--- config.mk ---
export PLATFORM = sky130hd
export DESIGN_NAME = latency_drop_stager
export DESIGN_NICKNAME = d
export VERILOG_FILES = /design/src/rtl/stager_pkg.sv /design/src/rtl/frame_tracker.sv /design/src/rtl/stage_lane.sv /design/src/rtl/latency_drop_stager.sv
export SDC_FILE = /design/constraint.sdc
export NUM_CORES = 1
export LEC_CHECK = 0
export CAP_MARGIN = 20
export CORE_ASPECT_RATIO = 0.5
export CORE_MARGIN = 2
export CORE_UTILIZATION = 50
export CTS_BUF_LIST = sky130_fd_sc_hd__clkbuf_2 sky130_fd_sc_hd__clkbuf_4 sky130_fd_sc_hd__clkbuf_8
export DETAILED_ROUTE_END_ITERATION = 8
export MAX_ROUTING_LAYER = met4
export PLACE_DENSITY = 0.7
export SLEW_MARGIN = 30
export SYNTH_ARGS = -nofsm -noshare
export SYNTH_HDL_FRONTEND = slang
export SYNTH_SLANG_ARGS = --single-unit
--- constraint.sdc ---
create_clock -name clk -period 6.2 [get_ports clk]
set_input_delay 0.62 -clock clk [delete_from_list [all_inputs] [get_ports clk]]
set_output_delay 0.62 -clock clk [all_outputs]
set_load 0.01 [all_outputs]
--- src/rtl/stager_pkg.sv ---
package stager_pkg;

    // Class index doubles as the opcode value
    localparam logic CLS_FAST = 1'b0;
    localparam logic CLS_SLOW = 1'b1;

    typedef enum logic {
        FR_TOP    = 1'b0,
        FR_NESTED = 1'b1
    } frame_state_e;

endpackage

--- src/rtl/frame_tracker.sv ---
module frame_tracker
    import stager_pkg::*;
#(
    parameter int DEPTH_W = 3
) (
    input  logic               clk,
    input  logic               rst_n,
    input  logic               call_req,
    input  logic               ret_req,
    output logic [DEPTH_W-1:0] cur_depth,
    output logic [DEPTH_W-1:0] nxt_depth
);

    localparam logic [DEPTH_W-1:0] DEPTH_MAX = {DEPTH_W{1'b1}};

    frame_state_e state_q, state_d;
    logic [DEPTH_W-1:0] depth_q;

    // State register process
    always_ff @(posedge clk) begin
        if (!rst_n) begin
            state_q <= FR_TOP;
            depth_q <= '0;
        end else begin
            state_q <= state_d;
            depth_q <= nxt_depth;
        end
    end

    // Next-state and output process
    always_comb begin
        state_d   = state_q;
        nxt_depth = depth_q;
        unique case (state_q)
            FR_TOP: begin
                if (call_req && !ret_req) begin
                    state_d   = FR_NESTED;
                    nxt_depth = depth_q + 1'b1;
                end
            end
            FR_NESTED: begin
                if (call_req && !ret_req && depth_q != DEPTH_MAX) begin
                    nxt_depth = depth_q + 1'b1;
                end else if (ret_req && !call_req) begin
                    nxt_depth = depth_q - 1'b1;
                    if (depth_q == DEPTH_W'(1)) state_d = FR_TOP;
                end
            end
            default: state_d = FR_TOP;
        endcase
    end

    assign cur_depth = depth_q;


    property hold_depth_on_both;
        @(posedge clk) disable iff (!rst_n) (call_req && ret_req) |=> $stable(depth_q);
    endproperty
    both_reqs_noop_chk: assert property (hold_depth_on_both);


    property single_step_return;
        @(posedge clk) disable iff (!rst_n)
            (state_q == FR_NESTED && ret_req && !call_req) |=> (depth_q == $past(depth_q) - 1'b1);
    endproperty
    return_step_chk: assert property (single_step_return);


    property top_means_zero;
        @(posedge clk) disable iff (!rst_n) (state_q == FR_TOP) == (depth_q == '0);
    endproperty
    top_depth_chk: assert property (top_means_zero);

endmodule

--- src/rtl/stage_lane.sv ---
module stage_lane #(
    parameter int DATA_W  = 8,
    parameter int DEPTH_W = 3,
    parameter int LAT     = 1,
    parameter int SLOTS   = 4,
    parameter bit IS_MUL  = 1'b0
) (
    input  logic               clk,
    input  logic               rst_n,
    input  logic               iss,
    input  logic [DATA_W-1:0]  opa,
    input  logic [DATA_W-1:0]  opb,
    input  logic [DEPTH_W-1:0] cur_depth,
    input  logic [DEPTH_W-1:0] nxt_depth,
    output logic               drop_v,
    output logic [DATA_W-1:0]  drop_d
);

    localparam int CNT_W = $clog2(LAT) + 1;
    localparam int IDX_W = (SLOTS > 1) ? $clog2(SLOTS) : 1;
    localparam logic [CNT_W-1:0] REM_INIT = CNT_W'(LAT - 1);

    logic [SLOTS-1:0]   s_v;
    logic [CNT_W-1:0]   s_rem [SLOTS];
    logic [DEPTH_W-1:0] s_dep [SLOTS];
    logic [DATA_W-1:0]  s_dat [SLOTS];

    logic [CNT_W-1:0]   eff [SLOTS];
    logic [SLOTS-1:0]   fire, gone;
    logic [DATA_W-1:0]  fire_dat, result;
    logic [IDX_W-1:0]   free_idx;
    logic               free_ok, iss_fire, iss_gone;

    if (IS_MUL) begin : g_mul
        assign result = opa * opb;
    end else begin : g_add
        assign result = opa + opb;
    end

    always_comb begin
        fire_dat = '0;
        free_ok  = 1'b0;
        free_idx = '0;
        for (int i = 0; i < SLOTS; i++) begin
            eff[i]  = (s_v[i] && s_dep[i] == cur_depth && s_rem[i] != '0)
                      ? s_rem[i] - CNT_W'(1) : s_rem[i];
            fire[i] = s_v[i] && eff[i] == '0 && s_dep[i] == nxt_depth;
            gone[i] = s_v[i] && s_dep[i] > nxt_depth;
            if (fire[i]) fire_dat = fire_dat | s_dat[i];
            if (!s_v[i] && !free_ok) begin
                free_ok  = 1'b1;
                free_idx = IDX_W'(i);
            end
        end
        iss_fire = iss && (REM_INIT == '0) && (nxt_depth == cur_depth);
        iss_gone = iss && (cur_depth > nxt_depth);
    end

    always_ff @(posedge clk) begin
        if (!rst_n) begin
            s_v    <= '0;
            drop_v <= 1'b0;
            drop_d <= '0;
            for (int i = 0; i < SLOTS; i++) begin
                s_rem[i] <= '0;
                s_dep[i] <= '0;
                s_dat[i] <= '0;
            end
        end else begin
            drop_v <= iss_fire || (|fire);
            drop_d <= iss_fire ? result : fire_dat;
            for (int i = 0; i < SLOTS; i++) begin
                if (fire[i] || gone[i]) s_v[i] <= 1'b0;
                else                    s_rem[i] <= eff[i];
            end
            if (iss && !iss_fire && !iss_gone && free_ok) begin
                s_v[free_idx]   <= 1'b1;
                s_rem[free_idx] <= REM_INIT;
                s_dep[free_idx] <= cur_depth;
                s_dat[free_idx] <= result;
            end
        end
    end


    property no_slot_collision;
        @(posedge clk) disable iff (!rst_n) $onehot0(fire) && !(iss_fire && (|fire));
    endproperty
    single_fire_chk: assert property (no_slot_collision);

    if (LAT == 1) begin : g_fast_chk

        property fast_next_cycle;
            @(posedge clk) disable iff (!rst_n) (iss && nxt_depth == cur_depth) |=> drop_v;
        endproperty
        fast_lat_chk: assert property (fast_next_cycle);
    end

endmodule

--- src/rtl/latency_drop_stager.sv ---
module latency_drop_stager
    import stager_pkg::*;
#(
    parameter int DATA_W   = 8,
    parameter int DEPTH_W  = 3,
    parameter int LAT_FAST = 1,
    parameter int LAT_SLOW = 3,
    parameter int SLOTS    = 4
) (
    input  logic                clk,
    input  logic                rst_n,
    input  logic                issue_valid,
    input  logic                issue_op,
    input  logic [DATA_W-1:0]   src_a,
    input  logic [DATA_W-1:0]   src_b,
    input  logic                call_req,
    input  logic                ret_req,
    output logic [1:0]          drop_valid,
    output logic [2*DATA_W-1:0] drop_data,
    output logic [1:0]          drop_count
);

    localparam int NCLS = 2;

    logic [DEPTH_W-1:0] cur_depth, nxt_depth;
    logic [NCLS-1:0]    lv;
    logic [DATA_W-1:0]  ld [NCLS];

    frame_tracker #(.DEPTH_W(DEPTH_W)) u_frame (
        .clk       (clk),
        .rst_n     (rst_n),
        .call_req  (call_req),
        .ret_req   (ret_req),
        .cur_depth (cur_depth),
        .nxt_depth (nxt_depth)
    );

    for (genvar c = 0; c < NCLS; c++) begin : g_lane
        localparam int L = (c == 0) ? LAT_FAST : LAT_SLOW;
        stage_lane #(
            .DATA_W  (DATA_W),
            .DEPTH_W (DEPTH_W),
            .LAT     (L),
            .SLOTS   (SLOTS),
            .IS_MUL  (c != 0)
        ) u_lane (
            .clk       (clk),
            .rst_n     (rst_n),
            .iss       (issue_valid && (issue_op == 1'(c))),
            .opa       (src_a),
            .opb       (src_b),
            .cur_depth (cur_depth),
            .nxt_depth (nxt_depth),
            .drop_v    (lv[c]),
            .drop_d    (ld[c])
        );
    end

    // Pack the drop group, lowest latency class first
    always_comb begin
        int n;
        n          = 0;
        drop_valid = '0;
        drop_data  = '0;
        for (int c = 0; c < NCLS; c++) begin
            if (lv[c]) begin
                drop_valid[n]                 = 1'b1;
                drop_data[n*DATA_W +: DATA_W] = ld[c];
                n++;
            end
        end
        drop_count = 2'(n);
    end


    property lanes_contiguous;
        @(posedge clk) disable iff (!rst_n) drop_valid[1] |-> drop_valid[0];
    endproperty
    lane_pack_chk: assert property (lanes_contiguous);


    property fast_first;
        @(posedge clk) disable iff (!rst_n)
            (lv[CLS_FAST] && lv[CLS_SLOW]) |-> (drop_data[DATA_W-1:0] == ld[CLS_FAST] && drop_count == 2'd2);
    endproperty
    order_chk: assert property (fast_first);


    property quiet_after_reset;
        @(posedge clk) $past(!rst_n) |-> (drop_valid == '0);
    endproperty
    reset_quiet_chk: assert property (quiet_after_reset);

endmodule

### Word level (Yosys, flattened, before mapping)

Memories as Yosys holds them, arrays and structs flattened.
Index checks and enable logic that the tools add are counted.

| cells by class | value |
|---|---|
| add/subtract/negate cells | 13 |
| multiply operators | 1 |
| $lt $le $gt $ge | 15 |
| equality and inequality tests | 19 |
| shift operators | 2 |
| multiplexer cells | 122 |
| bitwise operators | 23 |
| reduce and logical (&&, ||, !) cells | 100 |

Operator list:

| cell | count |
|---|---|
| 8-bit 2-to-1 mux | 12 |
| 1-bit 2-to-1 mux | 78 |
| 1-bit logical AND | 62 |
| 3-bit == test | 17 |
| 8-bit OR | 6 |
| 3-bit 2-to-1 mux | 13 |
| 32-bit negator with 33-bit output | 1 |
| 8-bit by 33-bit variable shift with 16-bit output, first input constant | 1 |
| 8-bit by 33-bit indexed part select with 16-bit output | 1 |
| 32-bit by 1-bit greater-or-equal comparator with 1-bit output, second input constant | 1 |
| 32-bit by 3-bit < comparator with 1-bit output, second input constant | 1 |
| 3-bit greater-than comparator | 9 |
| 2-bit 2-to-1 mux | 10 |
| 16-bit bitwise mux | 1 |
| 16-bit 2-to-1 mux | 1 |
| 8-bit OR reduction | 2 |
| 1-bit logical NOT | 15 |
| 3-bit by 1-bit subtractor with 3-bit output, second input constant | 5 |
| 3-bit logical NOT | 4 |
| 3-bit nonzero test | 4 |
| 1-bit logical OR | 9 |
| 8-bit adder | 1 |
| 8-bit by 8-bit multiplier with 8-bit output | 1 |
| 4-bit 2-to-1 mux | 2 |
| 17 further kinds | 38 |

| word-level totals | value |
|---|---|
| flip-flop bits (word level) | 30 |
| RAM bits | 104 |
| input port bits | 22 |
| output and inout port bits | 20 |
| logic and storage cells | 309 |
| memories | 6 |

Memories:

| name | depth | bits a word | read ports | clocked after memory_dff | wr ports | RTL line | text |
|---|---|---|---|---|---|---|---|
| g_lane[0].u_lane.s_dat | 4 | 8 | 4 | 0 | 4 | stage_lane.sv:26 | `logic [DATA_W-1:0] s_dat [SLOTS];` |
| g_lane[1].u_lane.s_dat | 4 | 8 | 4 | 0 | 4 | stage_lane.sv:26 |  |
| g_lane[0].u_lane.s_dep | 4 | 3 | 4 | 0 | 4 | stage_lane.sv:25 | `logic [DEPTH_W-1:0] s_dep [SLOTS];` |
| g_lane[1].u_lane.s_dep | 4 | 3 | 4 | 0 | 4 | stage_lane.sv:25 |  |
| g_lane[1].u_lane.s_rem | 4 | 3 | 4 | 0 | 5 | stage_lane.sv:24 | `logic [CNT_W-1:0] s_rem [SLOTS];` |
| g_lane[0].u_lane.s_rem | 4 | 1 | 4 | 0 | 5 | stage_lane.sv:24 |  |

### Longest topological paths before layout

| logic depth | value |
|---|---|
| depth after elaboration | 16 |
| mapped depth | 18 |
| gate-level depth less buffers | 15 |

### Modules after synthesis

A second synthesis with hierarchy kept.

| unflattened totals | value |
|---|---|
| cell total of the unflattened synthesis | 832 |
| area, all modules | 8485.6 sq um |

Modules (own cells, without submodules):

| module | times used | cells an instance | area each (sq um) | seq. area each (sq um) |
|---|---|---|---|---|
| stage_lane (g_lane[1].u_lane) | 1 | 458 | 4571.9 | 1821.7 |
| stage_lane (g_lane[0].u_lane) | 1 | 307 | 3343.2 | 1661.6 |
| frame_tracker | 1 | 39 | 336.6 | 80.1 |
| latency_drop_stager | 1 | 28 | 234.0 | 0.0 |

### Worst setup path before layout

Ideal clock, no wire load.

| timing path | value |
|---|---|
| path kind | register to register |
| start | reg u_frame.depth_q[1], in the netlist u_frame.cur_depth[1] |
| end | mem g_lane[1].u_lane.s_dat[2][0], enable pin |
| setup time | 0.399 ns |
| arrival | 3.747 ns |
| data required time | 5.801 ns |
| path slack | 2.054 ns |
| stages on the path, launching flop included | 17 |
| path buffers | 3 |
| period minus slack after synthesis | 4.146 ns |
| path through | dfxtp_1 -> buf_2 -> buf_2 -> inv_1 -> clkbuf_1 -> ha_1 -> nand2_1 -> nand3_1 -> o31ai_1 -> nand2_1 -> o211ai_1 -> ha_1 -> and2_1 -> o41ai_1 -> a21o_1 -> or2_2 -> o21ai_0 |

RTL lines:

| item | RTL line | text |
|---|---|---|
| start: declaration | frame_tracker.sv:17 | `logic [DEPTH_W-1:0] depth_q;` |
| start signal: assignment | frame_tracker.sv:26 | `depth_q <= nxt_depth;` |
| end: declaration | stage_lane.sv:26 |  |

==> flow_summary.ini <==
[power]
power_frac_seq_pct = 42.9
p_leak_nw = 3.60
internal_power_w = 0.00159
cellPowerDensity_nw_per_um2 = 254
total_switching_power_w = 0.000787
p_clk_share_pct = 33.5
sw_frac_of_total_pct = 33.2
comb_power_share_pct = 23.6
peakVddDrop_v = 0.000160

[routing]
drc_errors = 0
vias_per_cell = 5.84
detail_route.wl_per_cell_um = 18.7
drt_first_iter_violations = 535
wirelength_mm = 20.6
via_count = 6450
detail_route.first_pass.iterations = 5
detail-route-antenna-nets = 0

[synthesis]
synth-async-reset-ratio_pct = 0
synth.distinct_cells = 76
post_synth_instance_area_um2 = 8230
synth_warnings = 0
postSynthRegisterBits = 134
post-synth-top-area-fraction_pct = 32.1
syn_avg_cell_area_um2 = 9.97
synthFlopType = sky130_fd_sc_hd__edfxtp_1
synth_fp_nets = 916
synth_top_cells_by_area = sky130_fd_sc_hd__edfxtp_1 (32%), sky130_fd_sc_hd__dfxtp_1 (11%), sky130_fd_sc_hd__ha_1 (8.4%)
yosysSeqAreaShare_pct = 43.3
netlist_instances = 826
yosys.area.top_type = sky130_fd_sc_hd__edfxtp_1
synth_enable_flop_cells = 88

[clocking]
ctsHoldBuffers = 0
ctsRootBufferMaster = sky130_fd_sc_hd__clkbuf_8
htreeDepth = 4
cts_made_buffers = 17
post_cts_buffers = 0
clkTransAtPathRegs_ns = 0.09
numClockSinks = 134
clkLatencyLatePin_ns = 0.46
cts-root-to-sink-buffers = 2
cts_tree = built
post_cts_resize_count = 0

[die]
die-area_um2 = 17600
floorplan.io_pins = 42
start_util_pct = 50.7
placementRows = 33
coreArea_um2 = 16200
die_w_um = 185
die_height_um = 94.7

[worst_setup_path]
required_ns = 6.27
critPathCaptureType = flip-flop
reg2reg_setup_slack_ns = 1.34
timing.critical_path.slowest_stage_cell = sky130_fd_sc_hd__ha_1
crit_fanout = 15
worst_r2r_startpoint = u_frame.cur_depth[0]
crit_end = g_lane[0].u_lane.s_dat[1][2]
crit_path_start = u_frame.cur_depth[0]
worstSetupPathType = flip-flop to flip-flop
r2r_end = g_lane[0].u_lane.s_dat[1][2]
critical_path.max_stage_delay_ns = 0.57
crit_path_cell_trace = buf_4 > clkinv_1 > ha_1 > nor3_1 > a311o_1 > nor3_4 > maj3_1 > o2111ai_2 > buf_4 > or3_1 > nand2_1
arrival_ns = 4.93
worst_path_most_repeated_cell = sky130_fd_sc_hd__buf_4
worst_r2r_path_depth = 11
worst_setup_path_start_kind = flip-flop

[placement]
io_buffers = 41
detailed_place_hpwl_mm = 14.6
dpl_cell_area_um2 = 8890
gp_congestion = 0.924

[sta]
slew-limit-headroom_pct = 31.1
slew_violations = 0
fmaxAchievable_ghz = 0.206
hold_slack_ns = 0.446
worst_slew_pin_slew_ns = 1.02
report.final.hold_viol_count = 0
rsz0062_at_grt = no
finClkSkew_ns = 0.0109
fin_crit_ns = 4.86
setup_viol = 0
period_share_pct = 78.3
fin_setup_tns_ns = 0

[cells_and_area]
final_design_area_no_fill_um2 = 9330
count_of_inserted_antenna_diode_cells = 0
final_nets = 954
layout-drive-gt1-share_pct = 9.46
synthToLayoutAreaGrowth_pct = 13.3

[global_route]
overflow = 0
first_pass_grt_wire_length_mm = 32.8
first_global_vias = 6334
grt_start_max_net_pins = 30
grt_use_total_pct = 25.8
number_of_antenna_violations_at_the_first_check_in_global_routing = 0

[run]
timing.max_cap.violations = 0

[run_status]
outcome = complete, no violations

[worst_hold_path]
worst_hold_startpoint = g_lane[0].u_lane.s_rem[3]
hp-class = flip-flop to flip-flop
-- stage by stage --
step                power (W)  cells  setup WS, ns  utilization [%]
floorplan             0.00144    826          2.05                -
global placement      0.00158   1072          1.42             54.7
detailed placement    0.00159   1072          1.29             54.8
CTS                   0.00238   1104          1.39             57.5
global route          0.00249   1104         0.978             57.5
finish                0.00237   1104          1.34             57.5
-- layer usage --
metal | wire length, um | part of all wire [%] | up-vias | global-route usage, %
li1 | - | - | 3045 | -
met5 | 0 | 0 | - | -
met1 | 9270 | 45 | 3115 | 34.8
met3 | 1640 | 8.0 | 28 | 5.17
met2 | 9400 | 46 | 262 | 39.4
met4 | 286 | 1.4 | 0 | 7.61
-- flip-flops by register name (all words and copies together), names as in the netlist --
| signal | count |
|---|---|
| g_lane.u_lane.s_dep | 24 |
| g_lane.u_lane.drop_v | 2 |
| g_lane.u_lane.drop_d | 16 |
| u_frame.state_q | 1 |
| g_lane.u_lane.s_rem | 16 |
| u_frame.cur_depth | 3 |
| g_lane.u_lane.s_dat | 64 |
| g_lane.u_lane.s_v | 8 |
-- area by class of cell --
cell class              count  area (um^2)
repair buffers             59          546
fillers                  1353         6900
flip-flops and latches    134         3560
well taps                 227          284
inverters                  72          270
clock inverters            15          201
clock buffers              17          234
multi-input cells         580         4230
-- how the worst min path moves through the flow --
stage / slack (ns) / depth (start not counted) / to
after floorplan: 0.42 / 2 / g_lane[0].u_lane.s_rem[3]
after global placement: 0.43 / 2 / g_lane[0].u_lane.s_rem[3]
after detailed placement: 0.43 / 2 / g_lane[0].u_lane.s_rem[3]
after CTS: 0.45 / 2 / g_lane[0].u_lane.s_rem[3]
after global routing: 0.48 / 2 / g_lane[0].u_lane.s_rem[3]
final: 0.45 / 2 / g_lane[0].u_lane.s_rem[3]
-- logic make-up after synthesis --
family | after synthesis | share of synthesized area (%)
simple gates | 293 | 17.9
compound gates | 150 | 14.1
flops | 134 | 43.3
buf+inv | 112 | 5.62
fa+ha+maj | 75 | 12.4
xor+xnor | 52 | 5.53
mux | 10 | 1.26
-- critical path: cells and delay by family (launching register included) --
family / cells / cell delay (ns)
DFF: 1 / 0.31
and+or+nand+nor: 4 / 1.55
AOI/OAI and AO/OA: 2 / 0.73
buffers and inverters: 3 / 0.88
adders and majority gates: 2 / 0.99
-- power by group through the flow --
stage          logic [W]  clock network (W)  registers (W)
4_1_cts         0.000558           0.000802        0.00102
3_5_place_dp    0.000555                  0        0.00104
5_1_grt         0.000619           0.000845        0.00102
6_report        0.000560           0.000794        0.00102
2_1_floorplan   0.000407                  0        0.00103
3_3_place_gp    0.000542                  0        0.00104
-- cell usage after synthesis, drive strengths merged (12+ instances only) --
cell and instances:
nor2 89, a22oi 12, inv 70, fa 13
nand2 59, xnor2 36, nand3 19, edfxtp 88
xor2 16, ha 55, nor3 26, o21ai 16
a21oi 29, dfxtp 46, and3 19, buf 25
clkbuf 15, a22o 12, and2 24
-- cell usage in the layout, fill, tap and decap left out, types with 13 or more instances in the layout --
cell type / instances
sky130_fd_sc_hd__and3_1: 19
sky130_fd_sc_hd__nor2_1: 89
sky130_fd_sc_hd__a21oi_1: 29
sky130_fd_sc_hd__nor3_1: 23
sky130_fd_sc_hd__dfxtp_1: 46
sky130_fd_sc_hd__xor2_1: 16
sky130_fd_sc_hd__inv_1: 70
sky130_fd_sc_hd__edfxtp_1: 88
sky130_fd_sc_hd__nand3_1: 19
sky130_fd_sc_hd__xnor2_1: 36
sky130_fd_sc_hd__and2_1: 23
sky130_fd_sc_hd__nand2_1: 59
sky130_fd_sc_hd__clkbuf_8: 17
sky130_fd_sc_hd__clkdlybuf4s50_1: 41
sky130_fd_sc_hd__buf_4: 18
sky130_fd_sc_hd__ha_1: 55
sky130_fd_sc_hd__fa_1: 13
Note: power is estimated with default switching activity, not from simulation.
